### src/rtl/cbm_pkg.sv
package cbm_pkg;

  localparam int DATA_W   = 8;
  localparam int PAGE_W   = 4;
  localparam int CPU_OFFW = 15;
  localparam int PPU_AW   = 14;
  localparam int VRAM_AW  = 15;
  localparam int PRG_AW   = PAGE_W + CPU_OFFW;

  typedef struct packed {
    logic              led_g;
    logic              led_r;
    logic              nt_hi;
    logic              pat_hi;
    logic [PAGE_W-1:0] prg_page;
  } ctrl_t;

  // Upper address nibble matches either decode window.
  function automatic logic win_hit(input logic [3:0] nib,
                                   input logic [3:0] win_a,
                                   input logic [3:0] win_b);
    return (nib == win_a) || (nib == win_b);
  endfunction

  function automatic logic [PRG_AW-1:0] prg_map(input ctrl_t c,
                                                input logic [CPU_OFFW-1:0] off);
    return {c.prg_page, off};
  endfunction

  // Pattern half below 0x2000, nametable region at 0x4000 + page*0x2000.
  function automatic logic [VRAM_AW-1:0] vram_map(input ctrl_t c,
                                                  input logic [PPU_AW-1:0] p);
    if (!p[13]) return {1'b0, c.pat_hi, p[12:0]};
    return {1'b1, c.nt_hi, 1'b0, p[11:0]};
  endfunction

endpackage

### src/rtl/cbm_decode.sv
module cbm_decode #(
  parameter logic [3:0] WIN_A = 4'h5,
  parameter logic [3:0] WIN_B = 4'h7
) (
  input  logic [3:0] addr_nib,
  input  logic       wr,
  output logic       hit
);
  import cbm_pkg::*;

  always_comb hit = wr && win_hit(addr_nib, WIN_A, WIN_B);

endmodule

### src/rtl/cbm_ctrl_reg.sv
module cbm_ctrl_reg #(
  parameter int         W         = 8,
  parameter logic [W-1:0] RESET_VAL = '1
) (
  input  logic         clk,
  input  logic         rst_n,
  input  logic         load,
  input  logic [W-1:0] d,
  output logic [W-1:0] q
);

  always_ff @(posedge clk or negedge rst_n) begin
    if (!rst_n)    q <= RESET_VAL;
    else if (load) q <= d;
  end

endmodule

### src/rtl/cbm_xlate.sv
module cbm_xlate
  import cbm_pkg::*;
(
  input  ctrl_t                ctrl,
  input  logic [CPU_OFFW-1:0]  cpu_off,
  input  logic [PPU_AW-1:0]    ppu_addr,
  output logic [PRG_AW-1:0]    prg_addr,
  output logic [VRAM_AW-1:0]   vram_addr
);

  always_comb begin
    prg_addr  = prg_map(ctrl, cpu_off);
    vram_addr = vram_map(ctrl, ppu_addr);
  end

endmodule

### src/rtl/cart_bank_mapper.sv
module cart_bank_mapper
  import cbm_pkg::*;
#(
  parameter logic [3:0] WIN_A = 4'h5,
  parameter logic [3:0] WIN_B = 4'h7
) (
  input  logic                clk,
  input  logic                rst_n,
  input  logic [15:0]         cpu_addr,
  input  logic [DATA_W-1:0]   cpu_data,
  input  logic                cpu_wr,
  input  logic [PPU_AW-1:0]   ppu_addr,
  output logic [PRG_AW-1:0]   prg_addr,
  output logic [VRAM_AW-1:0]  vram_addr,
  output logic                led_red,
  output logic                led_green
);

  logic              wr_hit;   // qualifying write event
  logic [DATA_W-1:0] ctrl_q;   // latched control byte
  ctrl_t             ctrl;

  cbm_decode #(.WIN_A(WIN_A), .WIN_B(WIN_B)) u_dec (
    .addr_nib (cpu_addr[15:12]),
    .wr       (cpu_wr),
    .hit      (wr_hit)
  );

  cbm_ctrl_reg #(.W(DATA_W), .RESET_VAL({DATA_W{1'b1}})) u_reg (
    .clk   (clk),
    .rst_n (rst_n),
    .load  (wr_hit),
    .d     (cpu_data),
    .q     (ctrl_q)
  );

  assign ctrl = ctrl_t'(ctrl_q);

  cbm_xlate u_xl (
    .ctrl      (ctrl),
    .cpu_off   (cpu_addr[CPU_OFFW-1:0]),
    .ppu_addr  (ppu_addr),
    .prg_addr  (prg_addr),
    .vram_addr (vram_addr)
  );

  assign led_red   = ctrl.led_r;
  assign led_green = ctrl.led_g;

endmodule

### config.mk
export PLATFORM = sky130hd
export DESIGN_NAME = cart_bank_mapper
export DESIGN_NICKNAME = d
export VERILOG_FILES = /design/src/rtl/cbm_pkg.sv /design/src/rtl/cbm_decode.sv /design/src/rtl/cbm_ctrl_reg.sv /design/src/rtl/cbm_xlate.sv /design/src/rtl/cart_bank_mapper.sv
export SDC_FILE = /design/constraint.sdc
export NUM_CORES = 1
export LEC_CHECK = 0
export ABC_AREA = 1
export BUFFER_PORTS_ARGS = -buffer_cell sky130_fd_sc_hd__buf_2
export CORE_MARGIN = 2
export CORE_UTILIZATION = 34
export DETAILED_ROUTE_END_ITERATION = 6
export PLACE_DENSITY = 0.95
export SLEW_MARGIN = 25
export SYNTH_ARGS = -nofsm -noshare
export SYNTH_HDL_FRONTEND = slang
export SYNTH_SLANG_ARGS = --single-unit
### constraint.sdc
create_clock -name clk -period 1.4 [get_ports clk]
set_clock_uncertainty 0.05 [all_clocks]
set_input_delay 0 -clock clk [delete_from_list [all_inputs] [get_ports clk]]
set_output_delay 0 -clock clk [all_outputs]
set_load 0.05 [all_outputs]
==> results.txt <==
outcome: finished, final reports clean
TritonCTS clock tree: done
first-pass GRT wire length: 1730 um
Min-Delay Path Depth: 4
core area: 0.00171 mm2
Port Buffers: 26
Net Count, Synth: 115
CTS buffer count: 3
Initial DRC Count: 12
vias: 537
area leader, netlist: buf_4
postcts setup bufs: 0
Slew @ Worst Pin: 504 ps
Max clock buf depth: 2
Clock transition at path regs: 50 ps
share of layout cells above drive strength 1: 0.381
Row Count: 15
library cells used by synthesis: 10
Reg2Reg Setup Slack: 630 ps
post-cts resize count: 0
slowest cell on the critical path: dfstp_2
DRT antenna net count: 0
# nets final: 148
leakage: 0.463 nW
registers with the most flip-flops: u_reg.q x8
worst min path class: in -> reg
effective utilization at floorplan: 0.359
Syn Area/Cell: 8.28 um2
Die Y: 46.5 um
CP required: 1350 ps
mapped cell area: 613 um2
io pins: 77
Crit Path Class: reg -> out
Max Slew Vio Count: 0
post-DP HPWL: 950 um
antenna violations before repair: 0
Clock Sinks: 8
Final period util: 0.880
area fraction of the dominant cell type after synthesis: 0.392
diode count: 0
Critical Path Fanout Max: 2
worst skew pair latency: 250 ps
Worst path max stage delay: 520 ps
Die X: 46.5 um
most area-consuming cells after synthesis: buf_4 39%, dfstp_2 34%, nand2_1 11%, nand3_1 6.5%, nor2_8 3.3%
Syn Inst Count: 74
vias per std cell: 4.13
Routed WL: 1310 um
Seq/Total Area, Yosys: 0.343
drt pass-1 iters: 4
H-tree lvl count: 1
cts hold-fix bufs: 34
#FFs+latches synth: 8
largest net degree at the start of global routing: 10
max cap viols: 0
final hold viol count: 0
DR DRC count: 0
crit-path cells: inv_1 -> o21ai_1 -> buf_2
grt total ovfl: 0
fin area: 897 um2
Die Area: 0.00216 mm2
Slew headroom: 0.663
Placed Area: 534 um2
Final setup viols: 0
Synth-to-Final Area Change: 46.3%
Critical Path End Type: output pin
Critical Path Start Type: flop
Peak VDD IR: 0.000644 V
CTS Root Cell: clkbuf_4
Achievable Freq: 0.811 GHz
GRT Overall Usage: 0.118
Worst Path Arrival: 1180 ps
RSZ-0062 raised after global routing: false
TNS Setup: 0 ps
Largest Register: u_reg.q
Post-Route Utilization: 0.525
drt wl/cell: 10.1 um
Period minus WS final: 1230 ps
number of global-route vias before repair: 422
yosys warns: 0
max reg flops: 8
FF-to-FF path depth: 2
PwrDens: 1130 mW/mm2
gpl congestion: 0.733
per-stage QoR:
step | hold WS, ps | total power, mW | setup slack [ps] | instances
floorplan | -198 | 0.777 | 108 | 74
global placement | -49.7 | 0.624 | 444 | 93
detailed placement | -49.7 | 0.633 | 438 | 93
CTS | 7.46 | 1.02 | 159 | 130
global route | 26.5 | 1.05 | 128 | 130
finish | 4.33 | 1.02 | 168 | 130
final timing paths:
check | startpoint | end
worst max register to register | u_reg.q[3] | u_reg.q[3]
min in group asynchronous | rst_n | u_reg.q[6]
worst min-delay path | cpu_addr[15] | u_reg.q[7]
worst max-delay path | u_reg.q[4] | vram_addr[13]
worst min register to register | u_reg.q[4] | u_reg.q[4]
max in group asynchronous | rst_n | u_reg.q[1]
cell families after synthesis:
logic type,synth area share
AO/OA/AOI/OAI,0.00816
flip-flops,0.343
AND/OR/NAND/NOR,0.233
buffers and inverters,0.416
layout by cell type, fill, tap and decap left out, drive strengths merged:
cell	n
dlygate4sd3	34
buf	26
nand2	19
nand3	8
dfstp	8
inv	4
clkbuf	3
nor2	2
o21ai	1
per-layer routing:
layer / track usage / share of wire
met3: 0.0314 / 0.17
met1: 0.135 / 0.34
met5: 0 / 0
met4: 0.0857 / 0.014
met2: 0.189 / 0.47
cells in the mapped netlist:
cell and instances:
buf_4 32, dfstp_2 8, inv_1 3, inv_2 1, nand2_1 18, nand2_4 1, nand3_1 8, nor2_1 1
nor2_8 1, o21ai_0 1
critical path, delay by kind of cell, from the launching register on:
kind	cells	cell delay, ps
compound gates	1	100
flops	1	520
buf+inv	2	300
where the power goes:
group,leakage [nW],internal [mW],switching [mW]
Clock,0.0138,0.0978,0.0752
Combinational,0.366,0.133,0.382
Sequential,0.0837,0.306,0.0210
Total,0.463,0.537,0.478
cell type report:
type,instances,area [um2]
Fill cell,157,811
Timing Repair Buffer,60,470
Sequential cell,8,210
Multi-Input combinational cell,30,148
Tap cell,25,31.3
Clock buffer,3,22.5
Inverter,4,15.0
No activity file was read; power rests on OpenSTA's default activity.
